$ cat src/rtl/irwake_pkg.sv
package irwake_pkg;
  localparam int IDXW = 4;
  localparam logic [7:0] CLR_MASK = 8'h17;

  typedef enum logic [2:0] {
    RA_CTRL  = 3'd0,
    RA_STAT  = 3'd1,
    RA_EVEN  = 3'd2,
    RA_INDEX = 3'd3,
    RA_DATA  = 3'd4,
    RA_CLEN  = 3'd5
  } reg_addr_e;

  typedef enum logic [1:0] {
    BANK_NONE = 2'd0,
    BANK_CMP  = 2'd1,
    BANK_MSK  = 2'd2,
    BANK_BAD  = 2'd3
  } bank_e;

  localparam int ST_MATCH = 0;
  localparam int ST_END   = 1;
  localparam int ST_BUF   = 2;
  localparam int ST_REP   = 4;
endpackage

$ cat src/rtl/irwake_regs.sv
module irwake_regs
  import irwake_pkg::*;
#(
  parameter int NBYTES = 11
) (
  input  logic            clk,
  input  logic            rst_n,
  input  logic            we,
  input  logic [2:0]      addr,
  input  logic [7:0]      wdata,
  input  logic            set_match,
  input  logic            set_end,
  input  logic            set_buf,
  input  logic            set_rep,
  output logic            rx_en,
  output logic [7:0]      clen,
  output logic [2:0]      even,
  output logic [7:0]      status,
  output logic            pat_we,
  output bank_e           pat_bank,
  output logic [IDXW-1:0] pat_ptr
);
  logic [7:0] clr;
  logic [7:0] sets;
  logic       data_wr;

  assign data_wr = we && (addr == RA_DATA);
  assign pat_we  = data_wr && (pat_bank == BANK_CMP || pat_bank == BANK_MSK)
                   && (pat_ptr < IDXW'(NBYTES));
  assign clr     = (we && addr == RA_STAT) ? (wdata & CLR_MASK) : 8'h00;

  always_comb begin
    sets = 8'h00;
    sets[ST_MATCH] = set_match;
    sets[ST_END]   = set_end;
    sets[ST_BUF]   = set_buf;
    sets[ST_REP]   = set_rep;
  end

  always_ff @(posedge clk) begin
    if (!rst_n) begin
      rx_en    <= 1'b0;
      clen     <= 8'd0;
      even     <= 3'd0;
      status   <= 8'h00;
      pat_bank <= BANK_NONE;
      pat_ptr  <= '0;
    end else begin
      status <= (status & ~clr) | sets;
      if (we && addr == RA_CTRL) rx_en <= wdata[0];
      if (we && addr == RA_EVEN) even  <= wdata[2:0];
      if (we && addr == RA_CLEN) clen  <= wdata;
      if (we && addr == RA_INDEX) begin
        pat_bank <= bank_e'(wdata[5:4]);
        pat_ptr  <= wdata[IDXW-1:0];
      end else if (data_wr && pat_ptr != '1) begin
        pat_ptr <= pat_ptr + 1'b1;
      end
    end
  end


  ptr_step_chk: assert property (@(posedge clk) disable iff (!rst_n)
    (data_wr && pat_ptr != '1) |=> (pat_ptr == $past(pat_ptr) + 1'b1));

  w1c_match_chk: assert property (@(posedge clk) disable iff (!rst_n)
    (we && addr == RA_STAT && wdata[ST_MATCH] && !set_match) |=> !status[ST_MATCH]);
endmodule

$ cat src/rtl/irwake_patmem.sv
module irwake_patmem
  import irwake_pkg::*;
#(
  parameter int NBYTES = 11
) (
  input  logic                   clk,
  input  logic                   rst_n,
  input  logic                   we,
  input  bank_e                  bank,
  input  logic [IDXW-1:0]        ptr,
  input  logic [7:0]             wdata,
  output logic [NBYTES-1:0][7:0] cmp_pat,
  output logic [NBYTES-1:0][7:0] msk_pat
);
  for (genvar i = 0; i < NBYTES; i++) begin : g_byte
    logic hit;
    assign hit = we && (ptr == IDXW'(i));
    always_ff @(posedge clk) begin
      if (!rst_n) begin
        cmp_pat[i] <= 8'h00;
        msk_pat[i] <= 8'h00;
      end else if (hit) begin
        if (bank == BANK_CMP) cmp_pat[i] <= wdata;
        if (bank == BANK_MSK) msk_pat[i] <= wdata;
      end
    end
  end
endmodule

$ cat src/rtl/irwake_rxbuf.sv
module irwake_rxbuf #(
  parameter int NBYTES = 11,
  localparam int CW = $clog2(NBYTES + 1)
) (
  input  logic                   clk,
  input  logic                   rst_n,
  input  logic                   take,
  input  logic                   last,
  input  logic [7:0]             din,
  output logic [NBYTES-1:0][7:0] view,
  output logic                   fill_done
);
  logic [NBYTES-1:0][7:0] buf_q;
  logic [CW-1:0]          cnt_q;

  assign fill_done = take && (cnt_q == CW'(NBYTES - 1));

  for (genvar i = 0; i < NBYTES; i++) begin : g_lane
    logic slot;
    assign slot    = take && (cnt_q == CW'(i));
    assign view[i] = slot ? din : buf_q[i];
    always_ff @(posedge clk) begin
      if (!rst_n) buf_q[i] <= 8'h00;
      else if (take && last) buf_q[i] <= 8'h00;
      else if (slot) buf_q[i] <= din;
    end
  end

  always_ff @(posedge clk) begin
    if (!rst_n) cnt_q <= '0;
    else if (take && last) cnt_q <= '0;
    else if (take && cnt_q < CW'(NBYTES)) cnt_q <= cnt_q + 1'b1;
  end


  cnt_bound_chk: assert property (@(posedge clk) disable iff (!rst_n)
    cnt_q <= CW'(NBYTES));

  clear_after_end_chk: assert property (@(posedge clk) disable iff (!rst_n)
    (take && last) |=> (cnt_q == '0));
endmodule

$ cat src/rtl/irwake_cmp.sv
module irwake_cmp #(
  parameter int NBYTES = 11
) (
  input  logic [NBYTES-1:0][7:0] rx_view,
  input  logic [NBYTES-1:0][7:0] cmp_pat,
  input  logic [NBYTES-1:0][7:0] msk_pat,
  input  logic [7:0]             clen,
  output logic                   match
);
  logic [NBYTES-1:0] lane_ok;
  for (genvar i = 0; i < NBYTES; i++) begin : g_cmp
    assign lane_ok[i] = (8'(i) >= clen) ||
                        (((rx_view[i] ^ cmp_pat[i]) & msk_pat[i]) == 8'h00);
  end
  assign match = &lane_ok;
endmodule

$ cat src/rtl/irwake_matcher.sv
module irwake_matcher
  import irwake_pkg::*;
#(
  parameter int NBYTES = 11
) (
  input  logic       clk,
  input  logic       rst_n,
  input  logic       reg_we,
  input  logic [2:0] reg_addr,
  input  logic [7:0] reg_wdata,
  input  logic       rx_valid,
  output logic       rx_ready,
  input  logic [7:0] rx_data,
  input  logic       rx_last,
  input  logic       rep_pulse,
  output logic [7:0] status,
  output logic       wake
);
  logic                   rx_en, pat_we, fill_done, match, take;
  logic [7:0]             clen;
  logic [2:0]             even;
  bank_e                  pat_bank;
  logic [IDXW-1:0]        pat_ptr;
  logic [NBYTES-1:0][7:0] cmp_pat, msk_pat, rx_view;

  assign rx_ready = 1'b1;
  assign take     = rx_valid && rx_en;

  irwake_regs #(.NBYTES(NBYTES)) u_regs (
    .clk(clk), .rst_n(rst_n), .we(reg_we), .addr(reg_addr), .wdata(reg_wdata),
    .set_match(take && rx_last && match), .set_end(take && rx_last),
    .set_buf(fill_done), .set_rep(rep_pulse && rx_en),
    .rx_en(rx_en), .clen(clen), .even(even), .status(status),
    .pat_we(pat_we), .pat_bank(pat_bank), .pat_ptr(pat_ptr));

  irwake_patmem #(.NBYTES(NBYTES)) u_pat (
    .clk(clk), .rst_n(rst_n), .we(pat_we), .bank(pat_bank), .ptr(pat_ptr),
    .wdata(reg_wdata), .cmp_pat(cmp_pat), .msk_pat(msk_pat));

  irwake_rxbuf #(.NBYTES(NBYTES)) u_buf (
    .clk(clk), .rst_n(rst_n), .take(take), .last(rx_last), .din(rx_data),
    .view(rx_view), .fill_done(fill_done));

  irwake_cmp #(.NBYTES(NBYTES)) u_cmp (
    .rx_view(rx_view), .cmp_pat(cmp_pat), .msk_pat(msk_pat), .clen(clen),
    .match(match));

  assign wake = |(status[2:0] & even);


  disabled_quiet_chk: assert property (@(posedge clk) disable iff (!rst_n)
    (!rx_en && !reg_we) |=> $stable(status));

  end_flag_chk: assert property (@(posedge clk) disable iff (!rst_n)
    (take && rx_last) |=> status[ST_END]);

  rep_flag_chk: assert property (@(posedge clk) disable iff (!rst_n)
    (rep_pulse && rx_en) |=> status[ST_REP]);
endmodule

$ cat config.mk
export PLATFORM = sky130hd
export DESIGN_NAME = irwake_matcher
export DESIGN_NICKNAME = d
export VERILOG_FILES = /design/src/rtl/irwake_pkg.sv /design/src/rtl/irwake_regs.sv /design/src/rtl/irwake_patmem.sv /design/src/rtl/irwake_rxbuf.sv /design/src/rtl/irwake_cmp.sv /design/src/rtl/irwake_matcher.sv
export SDC_FILE = /design/constraint.sdc
export NUM_CORES = 1
export LEC_CHECK = 0
export ABC_CLOCK_PERIOD_IN_PS = 4200
export CORE_ASPECT_RATIO = 2
export CORE_UTILIZATION = 63
export DETAILED_ROUTE_END_ITERATION = 6
export GPL_ROUTABILITY_DRIVEN = 0
export PLACE_DENSITY = 0.82
export SYNTH_ARGS = -nofsm -noshare
export SYNTH_HDL_FRONTEND = slang
export SYNTH_SLANG_ARGS = --single-unit
$ cat constraint.sdc
create_clock -name clk -period 4.2 [get_ports clk]
set_clock_uncertainty 0.2 [all_clocks]
set_input_delay 0.84 -clock clk [delete_from_list [all_inputs] [get_ports clk]]
set_output_delay 0.84 -clock clk [all_outputs]
set_load 0.02 [all_outputs]
; Word level (Yosys, flattened, before mapping)
; Index checks and enable logic that the tools add are counted.
[totals]
ramBits = 0
ff_bits = 294
output_inout_bits = 10
n_memories = 0
input_bits = 25
rom_bits = 0
elab_cells = 212
latchBits = 0
[op_classes]
div_mod_pow = 0
n_eq_ne = 28
addsub = 2
reduce_logical = 88
multipliers = 0
n_shift = 0
n_lt_le_gt_ge = 13
mux = 14
bitwise = 27
[ops]
columns = op, n
row1 = $and A8 B8 Y8, 12
row2 = $logic_not A8 Y1, 11
row3 = $mux W8, 11
row4 = $xor A8 B8 Y8, 11
row5 = $reduce_and A2 Y1, 22
row6 = $logic_and A1 B1 Y1, 36
row7 = $eq A4 B3 Y1 const B, 8
row8 = $ge A3 B8 Y1 const A, 4
row9 = $eq A4 B4 Y1 const B, 6
row10 = $ge A4 B8 Y1 const A, 3
row11 = $eq A4 B2 Y1 const B, 4
row12 = $ge A1 B8 Y1 const A, 2
row13 = $ge A2 B8 Y1 const A, 2
row14 = $logic_or A1 B1 Y1, 12
row15 = $reduce_and A11 Y1, 1
row16 = $add A4 B1 Y4 const B, 2
row17 = $eq A4 B1 Y1 const B, 2
row18 = $logic_not A4 Y1, 2
row19 = $lt A4 B4 Y1 const B, 2
row20 = $mux W4, 2
row21 = $not A8 Y8, 1
row22 = $or A8 B5 Y8, 1
row23 = $eq A3 B2 Y1 const B, 2
row24 = $eq A3 B3 Y1 const B, 2
row25 = 11 further kinds, 11

; Logic depth before layout (Yosys ltp)
[logic_depth]
ltp_word = 10
depth_mapped = 12
ltp_nobuf = 10

; Hierarchy
; Synthesis repeated with hierarchy kept, for this count alone.
[unflattened]
hier_cells = 1232
area_unflattened_um2 = 12797.3
[modules_own_cells]
columns = mod, area_per_inst_um2, instances, cells_each, seq_area_each_um2
row1 = irwake_patmem, 6408.6, 1, 609, 3523.4
row2 = irwake_rxbuf, 3947.5, 1, 326, 1841.8
row3 = irwake_cmp, 1341.3, 1, 171, 0.0
row4 = irwake_regs, 1049.8, 1, 118, 440.4
row5 = irwake_matcher, 50.0, 1, 8, 0.0

; Worst setup path before layout
; Ideal clock, no wire load.
[synth_path]
path_kind = input-to-reg
from = in rx_valid
to = reg u_regs.status[0]
path_buffers = 1
setup_time_ps = 84
t_arrival_ps = 3232
required_ps = 3916
stages = 9
path_slack_ps = 684
path_cell_list = buf_2 -> and4bb_4 -> nand2_4 -> or3_1 -> a222oi_1 -> nand3_1 -> or4_1 -> a2111o_1 -> o31ai_2
[synth_via]
elab_chain_len = 10
word_cells_on_any_way = 71
classes_between = 11 x mux / 23 x bitwise / 37 x reduce/logical
[synth_lines]
columns = item, line_no
row1 = start: declaration, irwake_matcher.sv:11  ; input logic rx_valid,
row2 = $logic_and A1 B1 Y1 (*), irwake_matcher.sv:27  ; assign take = rx_valid && rx_en;
row3 = $logic_and A1 B1 Y1, irwake_rxbuf.sv:20  ; assign slot = take && (cnt_q == CW'(i));
row4 = "$mux W8, on equally long branches", -
row5 = $xor A8 B8 Y8, irwake_cmp.sv:13  ; (((rx_view[i] ^ cmp_pat[i]) & msk_pat[i]) == 8'h00);
row6 = $and A8 B8 Y8, irwake_cmp.sv:13
row7 = $logic_not A8 Y1, irwake_cmp.sv:13
row8 = $logic_or A1 B1 Y1, irwake_cmp.sv:12  ; assign lane_ok[i] = (8'(i) >= clen) ||
row9 = $reduce_and A11 Y1, irwake_cmp.sv:15  ; assign match = &lane_ok;
row10 = $logic_and A1 B1 Y1 (*), irwake_matcher.sv:31  ; .set_match(take && rx_last && match), .set_end(take && rx_last),
row11 = $or A8 B5 Y8 (*), irwake_regs.sv:49  ; status <= (status & ~clr) | sets;
row12 = end signal: assignment, irwake_regs.sv:49
row13 = end: declaration, irwake_regs.sv:18  ; output logic [7:0] status,
; Mark *: on every way between the ends. The rest lies on a longest branch, timed or not.
; A chain may end at the register's enable or synchronous reset.

; Worst setup path in the final report
; Same ends and word-level chain as after synthesis.

==> impl_metrics.ini <==
[grt]
grt_pass1_vias = 13300
grt_max_degree = 120
grt_antenna_before_repair = 0
use_met3 = 0.0428
gr-max-usage-layer = met2
met2_usage = 0.642
grtUsageMet1 = 0.371
grt_pass1_wl_um = 68200
grt.total_usage = 0.354
overflow = 0

[sta]
hold_violations = 0
worst_slew_pin_slew_ns = 0.954
tns_ns = 0
finalMaxSlewViolations = 0
timing.slew.headroom = 0.364
fmax_ghz = 0.272
rsz0062_at_grt = false
fin_crit_sh = 0.875
setup_violations = 0
fin_crit_ns = 3.67

[synth]
synth_top_cell_by_area = dfxtp_1
synth_flop_cell = dfxtp_1
synth_seq_area_share = 0.392
synth_async_sr_flop_share = 0
syn_area_um2 = 14800
ys_types = 80
synth_area_leaders = dfxtp_1 (39%), mux2i_1 (12%), nor2b_1 (8.7%), nand2_1 (7.2%), a21oi_1 (4.2%)
synth.most_common_cell = dfxtp_1
postSynthCellCount = 1756
synth_common_cells = dfxtp_1 (290), nand2_1 (283), nor2b_1 (205)
synth.avg_cell_area_um2 = 8.44
yosys.area.top_type_share = 0.392
synth_edf_count = 0
ys_ff_latch = 290
ys_warn_count = 0

[floorplanning]
die-area_um2 = 24200
row_count = 79
start_util = 0.641
boundaryPins = 35
die_h_um = 219
core_area_um2 = 23100
fp.dieW_um = 110

[cells_and_area]
fin_nets = 1812
fill_cells = 1781
layout-drive-gt1-share = 0.0770
syn_to_final_growth_pct = 11.3
fin_util = 0.713
n_antenna_cell = 0

[pwr]
peakVddDrop_v = 0.000412
leakagePower_nw = 6.02
pwr_density_cell_nw_per_um2 = 328

[outcome]
outcome = complete, no violations

[place]
port_buffers = 29
dpl.hpwl_um = 29200

[setup_path]
worstPathRequired_ns = 4.47
startpoint_type = input pin
cp_max_fo = 4
cp-endpoint = u_regs.status[0]
path_depth = 9
path_cells = clkdlybuf4s50_1, and4bb_4, nand2_4, or3_1, a222oi_1, nand3_1, or4_1, a2111o_1, o31ai_2
slowest_delay_ns = 0.57
crit_arrival_ns = 3.94
crit_family = simple AND/OR/NAND/NOR gates
r2r_start = u_buf.cnt_q[0]
rr_worst_depth = 10
cpMaxStageDelayCell = clkdlybuf4s50_1
crit_path_end_kind = flop
critical_path.startpoint = rx_valid
r2r-end = u_regs.status[0]
path_class = in -> reg
crit_buf_inv = 1
r2r_setup_slack_ns = 0.57

[cts]
cts-resized-gates = 0
clock_latency_ns = 0.55
post_cts.repair.setup_buffers = 0
cts.clk_slew.worst_paths_ns = 0.06
clockRootBuffer = clkbuf_16
clockBufferDepth = 3
cts_hold_buf = 0
cts_tree = built
numCtsBuffers = 26
h-tree-depth = 1
cts_sinks = 290

[drt]
drt_wl_total_um = 43400
first_pass_iters = 6
dr.first_iter.drc_count = 941
drc_errors = 0
vias = 13400
viasPerCell = 6.45
ant_nets = 0
wl_per_cell_um = 20.9

[run]
drv_cap = 0

[hold_path]
min-delay-start = u_buf.buf_q[29]
hold_path_class = reg -> reg
[kinds of logic after synthesis]
| group | after synthesis | synth area share |
|---|---|---|
| adder cells (fa/ha/maj) | 12 | 0.00979 |
| AND/OR/NAND/NOR | 765 | 0.272 |
| XOR/XNOR | 37 | 0.0219 |
| flip-flops | 290 | 0.392 |
| buffers and inverters | 139 | 0.0377 |
| multiplexers | 184 | 0.125 |
| other | 2 | 0.000507 |
| AO/OA/AOI/OAI | 327 | 0.142 |
[flip-flops by register name (all words and copies together), names as in the netlist]
register / count
u_buf.buf_q: 88
u_pat.cmp_pat: 88
u_pat.msk_pat: 88
u_regs.clen: 8
u_buf.cnt_q: 4
u_regs.pat_ptr: 4
u_regs.status: 4
u_regs.even: 3
u_regs.pat_bank: 2
u_regs.rx_en: 1
[worst min-delay path by stage]
stage                                 end  slack (ns)  cells after the start
final                     u_buf.buf_q[29]        0.27                      2
after global routing       u_regs.clen[6]        0.28                      2
after CTS                  u_regs.clen[6]        0.27                      2
after detailed placement   u_regs.clen[6]        0.26                      2
after global placement     u_regs.clen[6]        0.25                      2
after floorplan            u_regs.clen[7]        0.24                      2
[cell type report]
| cell class | instances | area [um2] | area share |
|---|---|---|---|
| clock buffer | 38 | 767 | 0.0465 |
| inverter | 22 | 82.6 | 0.00501 |
| multi-input combinational | 1330 | 8480 | 0.514 |
| tap | 283 | 354 | 0.0215 |
| timing repair buffer | 107 | 961 | 0.0582 |
| sequential | 290 | 5810 | 0.352 |
| clock inverter | 5 | 50.0 | 0.00303 |
[tightest hold or removal path, delay by kind of cell, from the launching register on]
kind | cells | cell delay [ns]
flops | 1 | 0.32
simple gates | 1 | 0.05
compound gates | 1 | 0.05
[report_power, final]
part	internal, mW	switching, mW	total (mW)
clock network	1.32	1.04	2.36
logic	0.0937	0.189	0.282
registers	2.75	0.00692	2.76
[metal layers]
| metal | vias to the layer above | share of wire |
|---|---|---|
| met1 | 6338 | 0.35 |
| li1 | 6172 | - |
| met5 | - | 0 |
| met2 | 621 | 0.50 |
| met3 | 246 | 0.066 |
| met4 | 0 | 0.077 |
[stage by stage]
stage                     cell area [um2]  hold slack, ns  cells  setup slack [ns]  power (mW)
final                               16500           0.268   2075             0.527        5.40
after global routing                16500           0.282   2075             0.421        5.52
after CTS                           16500           0.266   2075             0.591        5.40
after detailed placement            15700           0.257   2032            0.0525        3.09
after global placement              15700           0.249   2032            0.0930        3.09
after floorplan                     14800           0.238   1759             0.684        2.97
[cell usage in the layout, fill, tap and decap left out, drive strengths merged, types with 8 or more instances in the layout]
| cell type | n |
|---|---|
| nand3 | 29 |
| xor2 | 32 |
| nor2b | 205 |
| a21oi | 125 |
| nor4 | 10 |
| mux2i | 176 |
| a21boi | 19 |
| nand2b | 15 |
| nor4bb | 8 |
| ha | 10 |
| clkbuf | 38 |
| nor2 | 79 |
| o21ai | 42 |
| nand3b | 55 |
| nand4b | 12 |
| and2 | 9 |
| nand4 | 8 |
| buf | 79 |
| nand2 | 284 |
| o221ai | 8 |
| o22ai | 34 |
| clkdlybuf4s50 | 28 |
| a31oi | 11 |
| nor3 | 11 |
| mux2 | 8 |
| inv | 22 |
| dfxtp | 290 |
Note: power is estimated with default switching activity, not from simulation.
